<file path="config.mk">
export PLATFORM = sky130hd
export DESIGN_NAME = bytelane_lsu
export DESIGN_NICKNAME = d
export VERILOG_FILES = /design/src/rtl/bytelane_pkg.sv /design/src/rtl/bytelane_agen.sv /design/src/rtl/bytelane_store.sv /design/src/rtl/bytelane_load.sv /design/src/rtl/bytelane_lsu.sv
export SDC_FILE = /design/constraint.sdc
export NUM_CORES = 1
export LEC_CHECK = 0
export CORE_ASPECT_RATIO = 1.25
export CORE_MARGIN = 5
export CORE_UTILIZATION = 40
export CTS_BUF_LIST = sky130_fd_sc_hd__clkbuf_4
export CTS_CLUSTER_DIAMETER = 150
export DETAILED_ROUTE_END_ITERATION = 10
export HOLD_SLACK_MARGIN = 0.08
export PLACE_DENSITY = 0.84
export SLEW_MARGIN = 20
export SYNTH_ARGS = -nofsm -noshare
export SYNTH_HDL_FRONTEND = slang
export SYNTH_SLANG_ARGS = --single-unit
</file>
<file path="constraint.sdc">
create_clock -name clk -period 3.1 [get_ports clk]
set_clock_uncertainty 0.2 [all_clocks]
set_input_delay 0.31 -clock clk [delete_from_list [all_inputs] [get_ports clk]]
set_output_delay 0.31 -clock clk [all_outputs]
set_load 0.05 [all_outputs]
</file>
<file path="src/rtl/bytelane_pkg.sv">
package bytelane_pkg;
   typedef enum logic [1:0] {
      SZ_BYTE = 2'd0,
      SZ_HALF = 2'd1,
      SZ_WORD = 2'd2,
      SZ_WIDE = 2'd3
   } acc_size_e;
endpackage

</file>
<file path="src/rtl/bytelane_agen.sv">
module bytelane_agen
   import bytelane_pkg::*;
#(
   parameter int ADDR_W = 32,
   parameter int DISP_W = 16,
   parameter int OFS_W  = 2
) (
   input  logic              req_valid,
   input  acc_size_e         size,
   input  logic [ADDR_W-1:0] base_addr,
   input  logic [DISP_W-1:0] disp,
   output logic [ADDR_W-1:0] word_addr,
   output logic [OFS_W-1:0]  ofs,
   output logic              misalign
);
   localparam int EXT_W = ADDR_W - DISP_W;

   logic [ADDR_W-1:0] eff;
   logic              bad;

   assign eff       = base_addr + {{EXT_W{disp[DISP_W-1]}}, disp};
   assign ofs       = eff[OFS_W-1:0];
   assign word_addr = {eff[ADDR_W-1:OFS_W], {OFS_W{1'b0}}};

   always_comb begin
      unique case (size)
         SZ_BYTE: bad = 1'b0;
         SZ_HALF: bad = eff[0];
         default: bad = |eff[OFS_W-1:0];
      endcase
   end

   assign misalign = req_valid & bad;
endmodule

</file>
<file path="src/rtl/bytelane_store.sv">
module bytelane_store
   import bytelane_pkg::*;
#(
   parameter int DATA_W = 32,
   parameter int LANES  = 4,
   parameter int LANE_W = 2
) (
   input  logic              en,
   input  acc_size_e         size,
   input  logic [LANE_W-1:0] lane,
   input  logic [DATA_W-1:0] sdata,
   output logic [LANES-1:0]  we,
   output logic [DATA_W-1:0] wdata
);
   for (genvar k = 0; k < LANES; k++) begin : g_lane
      localparam logic [LANE_W-1:0] K_IDX = LANE_W'(k);
      logic hit;

      always_comb begin
         unique case (size)
            SZ_BYTE: hit = (lane == K_IDX);
            SZ_HALF: hit = (lane[LANE_W-1:1] == K_IDX[LANE_W-1:1]);
            default: hit = 1'b1;
         endcase
      end

      always_comb begin
         unique case (size)
            SZ_BYTE: wdata[8*k +: 8] = sdata[7:0];
            SZ_HALF: wdata[8*k +: 8] = sdata[8*(k%2) +: 8];
            default: wdata[8*k +: 8] = sdata[8*k +: 8];
         endcase
      end

      assign we[k] = en & hit;
   end
endmodule

</file>
<file path="src/rtl/bytelane_load.sv">
module bytelane_load
   import bytelane_pkg::*;
#(
   parameter int DATA_W = 32,
   parameter int LANE_W = 2
) (
   input  logic              clk,
   input  logic              rst_n,
   input  logic              take,
   input  acc_size_e         size,
   input  logic [LANE_W-1:0] lane,
   input  logic              uns,
   input  logic [DATA_W-1:0] rdata,
   output logic              load_valid,
   output logic [DATA_W-1:0] load_data
);
   localparam int HALF_IDX_W = LANE_W - 1;

   logic [7:0]        byte_v;
   logic [15:0]       half_v;
   logic [DATA_W-1:0] ext_v;
   logic [HALF_IDX_W-1:0] hsel;

   assign hsel   = lane[LANE_W-1:1];
   assign byte_v = rdata[{lane, 3'b000} +: 8];
   assign half_v = rdata[{hsel, 4'b0000} +: 16];

   always_comb begin
      unique case (size)
         SZ_BYTE: ext_v = {{(DATA_W-8){~uns & byte_v[7]}}, byte_v};
         SZ_HALF: ext_v = {{(DATA_W-16){~uns & half_v[15]}}, half_v};
         default: ext_v = rdata;
      endcase
   end

   always_ff @(posedge clk) begin
      if (!rst_n) begin
         load_valid <= 1'b0;
         load_data  <= '0;
      end else begin
         load_valid <= take;
         if (take) load_data <= ext_v;
      end
   end
endmodule

</file>
<file path="src/rtl/bytelane_lsu.sv">
module bytelane_lsu
   import bytelane_pkg::*;
#(
   parameter int ADDR_W = 32,
   parameter int DATA_W = 32,
   parameter int DISP_W = 16
) (
   input  logic              clk,
   input  logic              rst_n,
   input  logic              big_endian,
   input  logic              req_valid,
   input  logic              req_store,
   input  logic [1:0]        req_size,
   input  logic              req_unsigned,
   input  logic [ADDR_W-1:0] base_addr,
   input  logic [DISP_W-1:0] disp,
   input  logic [DATA_W-1:0] store_data,
   output logic [ADDR_W-1:0] mem_addr,
   output logic [DATA_W/8-1:0] mem_we,
   output logic [DATA_W-1:0] mem_wdata,
   input  logic [DATA_W-1:0] mem_rdata,
   output logic              misalign,
   output logic              load_valid,
   output logic [DATA_W-1:0] load_data
);
   localparam int LANES  = DATA_W / 8;
   localparam int LANE_W = $clog2(LANES);

   if (DATA_W != 32) begin : g_bad_width
      $error("bytelane_lsu: DATA_W must be 32");
   end
   if (DISP_W >= ADDR_W) begin : g_bad_disp
      $error("bytelane_lsu: DISP_W must be below ADDR_W");
   end

   acc_size_e         size;
   logic [LANE_W-1:0] ofs;
   logic [LANE_W-1:0] lane;

   assign size = acc_size_e'(req_size);
   assign lane = big_endian ? ~ofs : ofs;

   bytelane_agen #(.ADDR_W(ADDR_W), .DISP_W(DISP_W), .OFS_W(LANE_W)) u_agen (
      .req_valid (req_valid),
      .size      (size),
      .base_addr (base_addr),
      .disp      (disp),
      .word_addr (mem_addr),
      .ofs       (ofs),
      .misalign  (misalign)
   );

   bytelane_store #(.DATA_W(DATA_W), .LANES(LANES), .LANE_W(LANE_W)) u_store (
      .en    (req_valid & req_store & ~misalign),
      .size  (size),
      .lane  (lane),
      .sdata (store_data),
      .we    (mem_we),
      .wdata (mem_wdata)
   );

   bytelane_load #(.DATA_W(DATA_W), .LANE_W(LANE_W)) u_load (
      .clk        (clk),
      .rst_n      (rst_n),
      .take       (req_valid & ~req_store & ~misalign),
      .size       (size),
      .lane       (lane),
      .uns        (req_unsigned),
      .rdata      (mem_rdata),
      .load_valid (load_valid),
      .load_data  (load_data)
   );
endmodule

</file>
[Word level (Yosys, flattened, before mapping)]
Index checks and enable logic that the tools add are counted.
Cells by class
  equal/unequal tests: 4
  shift operators: 2
  multipliers: 0
  add/subtract/negate cells: 1
  magnitude comparators: 0
  bitwise logic cells: 16
  reductions and logical operators: 4
  multiplexer cells: 10
  div/mod/pow operators: 0
Operators with widths (count)
  case mux 32 bit (2 select lines): 1
  adder 32 bit: 1
  variable part select 32 x 6 -> 16 bit: 1
  variable part select 32 x 6 -> 8 bit: 1
  2-to-1 mux 8 bit: 2
  case mux 8 bit (2 select lines): 1
  bitwise AND 1 bit: 11
  case mux 1 bit (2 select lines): 5
  == test 2 x 1 -> 1 bit, second input constant: 2
  == test 2 bit, second input constant: 2
  zero test 2 bit: 2
  inverter 1 bit: 4
  OR reduction 2 bit: 2
  2-to-1 mux 2 bit: 1
  inverter 2 bit: 1
Word-level totals
  bits in latches: 0
  flip-flop bits (word level): 33
  memory bits (writable): 0
  ROM bits: 0
  memories: 0
  word-level logic and storage cells: 39

[Logic depth before layout (Yosys ltp)]
  word-level depth: 7
  depth in mapped cells: 11
  depth with buffers taken out: 10

[Hierarchy]
A second synthesis with hierarchy kept.
Unflattened totals
  cells, all modules: 528
  area, all modules: 4184.0 um2
Modules (own cells, without submodules)
  bytelane_load: instances 1, area each 1889.3 um2, cells an instance 221, seq. area each 660.6 um2
  bytelane_agen: instances 1, area each 1746.7 um2, cells an instance 239, seq. area each 0.0 um2
  bytelane_store: instances 1, area each 514.2 um2, cells an instance 64, seq. area each 0.0 um2
  bytelane_lsu: instances 1, area each 33.8 um2, cells an instance 4, seq. area each 0.0 um2

[Worst setup path before layout]
No wires, ideal clock.
  path kind: input port to output port
  from: input base_addr[0]
  to: output mem_we[0]
  slack: -199 ps
  arrival: 2789 ps
  data required time: 2590 ps
  cell stages on the path: 8
  cell sequence: ha_1 > inv_1 > fa_1 > buf_4 > o21a_1 > nand3_1 > nor2b_1 > a21boi_0
On the way
  longest elaborated chain between the ends: 7
Ends and longest elaborated chain
  from (decl): line bytelane_lsu.sv:15  | input logic [ADDR_W-1:0] base_addr,
  adder 32 bit *: line bytelane_agen.sv:21  | assign eff = base_addr + {{EXT_W{disp[DISP_W-1]}}, disp};
  OR reduction 2 bit: line bytelane_agen.sv:29  | default: bad = |eff[OFS_W-1:0];
  case mux 1 bit (2 select lines): line bytelane_agen.sv:26  | unique case (size)
  bitwise AND 1 bit: line bytelane_agen.sv:33  | assign misalign = req_valid & bad;
  inverter 1 bit: line bytelane_lsu.sv:54  | .en (req_valid & req_store & ~misalign),
  bitwise AND 1 bit: line bytelane_lsu.sv:54
  bitwise AND 1 bit *: line bytelane_store.sv:35  | assign we[k] = en & hit;
  to (decl): line bytelane_lsu.sv:19  | output logic [DATA_W/8-1:0] mem_we,
Every way passes the cells marked *; elsewhere a longest branch is shown, timed or not.

[Worst setup path after layout]
  from: input disp[5]
  to: output mem_addr[23]
On the way
  longest elaborated chain between the ends: 1
Ends and longest elaborated chain
  from (decl): line bytelane_lsu.sv:16  | input logic [DISP_W-1:0] disp,
  adder 32 bit: line bytelane_agen.sv:21
  to (decl): line bytelane_lsu.sv:18  | output logic [ADDR_W-1:0] mem_addr,
No other way between the ends.

==> impl_results.md <==
* Outcome: finished, violations left
* Failing checks: setup timing
* Critical path's slowest cell: clkdlybuf4s50_1
* Commonest non-fill, non-tap cell in the layout: clkdlybuf4s50_1
* Starting Density at 41.0%
* Power Dens Cells at 401 nW/um^2
* Reg2reg end: u_load.load_data[7]
* Final Setup Violations at 3
* Compound-cell area share of the yosys netlist at 31.2%
* Critical-path cell list: clkdlybuf4s50_1, ha_4, nor3_2, nor2_1, o2111a_2, o2111ai_2, a21oi_2, buf_4, buf_4, xor2_4, buf_12
* Clock transition at the registers of the reported paths at 100 ps
* PortBufs at 219
* Syn Std Cell Area at 3780 um^2
* Initial antenna violation count at 1
* Sequential fraction of the synthesis area at 17.5%
* Total gr overflow at 0
* Net Sw Frac at 46.6%
* Worst Path Arrival at 2700 ps
* Cts hold-fix bufs at 0
* H-tree levels at 2
* Largest net degree at the start of global routing at 42
* Routed wire length at 22.1 mm
* Synth Warn # at 0
* Most used cell, CP: buf_4
* Internal Power at 0.00173 W
* Die area at 11500 um^2
* Area Growth Syn to Fin at 113%
* CTS buffer count at 5
* Synth Area in Simple Gates at 16.4%
* Yosys reg bits at 33
* Top cells by area, synth: dfxtp_1 17%, ha_1 10%, o21ai_0 8.9%
* Ys flop type: dfxtp_1
* Pre-CTS WS at -419 ps
* Via/cell ratio at 6.14
* Placeable Area at 9220 um^2
* IO Pins at 222
* Clk_lat worst skew at 340 ps
* TritonRoute pass-1 iters at 7
* Clk pwr share at 9.6%
* Total power at 0.00323 W
* Crit-path max FO at 4
* Detail Route Antenna Nets at 0
* Post-Syn Area per Cell at 7.62 um^2
* LEAKAGE at 3.49 nW
* Hold WC Path Type: reg2reg
* CP max stage delay at 470 ps
* Reg2reg path depth at 2
* DR DRC count at 0
* Die Width at 97.0 um
* GRT Total Usage at 31.1%
* Yosys cell types at 55
* Largest family of logic cells by synthesized area: compound AO/OA/AOI/OAI gates
* Required time of the critical path at 2590 ps
* Commonest cells after routing, fill and taps aside: 125 x clkdlybuf4s50_1, 121 x buf_4, 60 x o21ai_0
* Maximum vdd ir drop at 0.000327 V
* CTS root buffer: clkbuf_4
* Crit path capture: mem_addr[23]
* Non-Filler Instances at 926
* Crit end category: output pin
* Routed len/inst at 23.8 um
* Setup CP Type: in2out
* Critical Path Start: disp[5]
* Setup TNS at -212 ps
* Final Slew Violations at 0
* Logic pwr share at 75.9%
* Area share of fa/ha/maj cells after synthesis at 10.8%
* Layout cells sized above 1 at 37.0%
* Minimum clock period at 3210 ps
* Iter 0 DRT Violations at 388
* Fin nets at 954
* Post-synth top area share at 17.5%
* Slew @ Worst Pin at 1060 ps
* Final period util at 104%
* Ys async rst share at 0%
* Via count at 5684
* Part of the power in registers at 14.5%
* Sink Count at 33
* Synth Area in XOR/XNOR at 8.60%
* CP startpoint kind: input port
* Mux share of post-synthesis cell area at 9.59%
* Sw Pwr at 0.00150 W
* First-pass GRT wire length at 29.2 mm
* Post-route cell area at 8060 um^2
* Placed Cells at 899
* Vias in the first global route at 5694
* Worst R2R Setup Slack at 2100 ps
* Final-report hold violation count at 0
* Worst slew margin at 29.1%
* Number of flops mapped to enable cells by yosys at 0
* CTS Buffer Depth at 2
* Final GP Congestion at 0.960
* Die extent in y at 119 um
* DP Wirelength at 13.7 mm
* Synth area leader: dfxtp_1
* Post-DP Area at 7120 um^2
* Max Fclk at 311 MHz
* Cells after Synth at 497
* MaxCap Viol Count at 0
* CTS tree: done
* Setup ws final at -113 ps
* Worst R2R Start: u_load.load_data[7]
* Standard-cell row count at 39
[synth_stat cells (all sizes together), types with 2 or more instances]
cell type / n
nor3: 6
dfxtp: 33
a21oi: 54
a41oi: 3
a31oi: 6
ha: 31
clkbuf: 17
xor2: 13
buf: 19
o2111a: 9
a221oi: 7
o21ai: 68
and2: 5
o21a: 7
mux2: 16
nor2: 28
nor2b: 7
or4: 7
xnor2: 22
nand3: 7
o211ai: 7
nand2b: 4
nand2: 59
mux2i: 16
a211oi: 4
o2111ai: 2
nand4: 3
inv: 7
a21boi: 3
a21o: 12
[sequential cells by signal, indices dropped and copies added, names as in the netlist]
signal             flops
u_load.load_data      32
u_load.load_valid      1
[per-stage QoR]
| stage | utilization, % | hold WS, ps |
|---|---|---|
| after floorplan | - | 244 |
| after global placement | 77.2 | 291 |
| after detailed placement | 77.2 | 299 |
| after CTS | 83.9 | 327 |
| after global routing | 87.4 | 375 |
| final | 87.4 | 326 |
[kinds of logic after synthesis]
group	after synthesis
buf+inv	43
simple gates	129
flops	33
mux	33
compound gates	191
xor+xnor	35
other cells	1
fa+ha+maj	32
[cell type report]
type	instances	area (um^2)
Clock inverter	2	35.0
Antenna cell	1	2.50
Fill cell	398	1160
Inverter	7	26.3
Clock buffer	5	37.5
Timing Repair Buffer	333	3540
Multi-Input combinational cell	422	3610
Sequential cell	33	661
Tap cell	123	154
[power groups by stage]
stage,clock network (W),registers (W),logic [W]
4_1_cts,0.000310,0.000469,0.00228
5_1_grt,0.000329,0.000473,0.00252
6_report,0.000310,0.000469,0.00245
3_3_place_gp,0,0.000477,0.00211
2_1_floorplan,0,0.000578,0.000989
3_5_place_dp,0,0.000479,0.00214
[metal layers]
metal	vias up	routed length, um	share of wire [%]	global-route usage, %
met5	-	0	0	0
met4	0	1540	7.0	16.2
met3	150	2280	10	7.72
met2	496	10900	49	57.2
met1	2599	7350	33	32.2
li1	2439	-	-	-
[worst max-delay path, delay by kind of cell]
| kind | cells | cell delay [ps] |
|---|---|---|
| fa+ha+maj | 1 | 310 |
| simple gates | 2 | 210 |
| compound gates | 3 | 690 |
| buf+inv | 4 | 940 |
| xor+xnor | 1 | 240 |
[worst min path at each step]
stage	startpoint	end	slack, ps	cells after the start
floorplan	mem_rdata[18]	u_load.load_data[18]	240	2
global placement	u_load.load_data[5]	u_load.load_data[5]	290	2
detailed placement	u_load.load_data[4]	u_load.load_data[4]	300	2
CTS	u_load.load_data[5]	u_load.load_data[5]	330	2
global route	u_load.load_data[2]	u_load.load_data[2]	370	2
finish	u_load.load_data[5]	u_load.load_data[5]	330	2
[what timing repair did]
action	CTS	global route
setup buffers	13	9
pin swaps	42	39
gates resized for setup	94	66
endpoints found under the setup margin	24	20
hold endpoints to repair	0	0
Power figures use the tool's default switching activity.
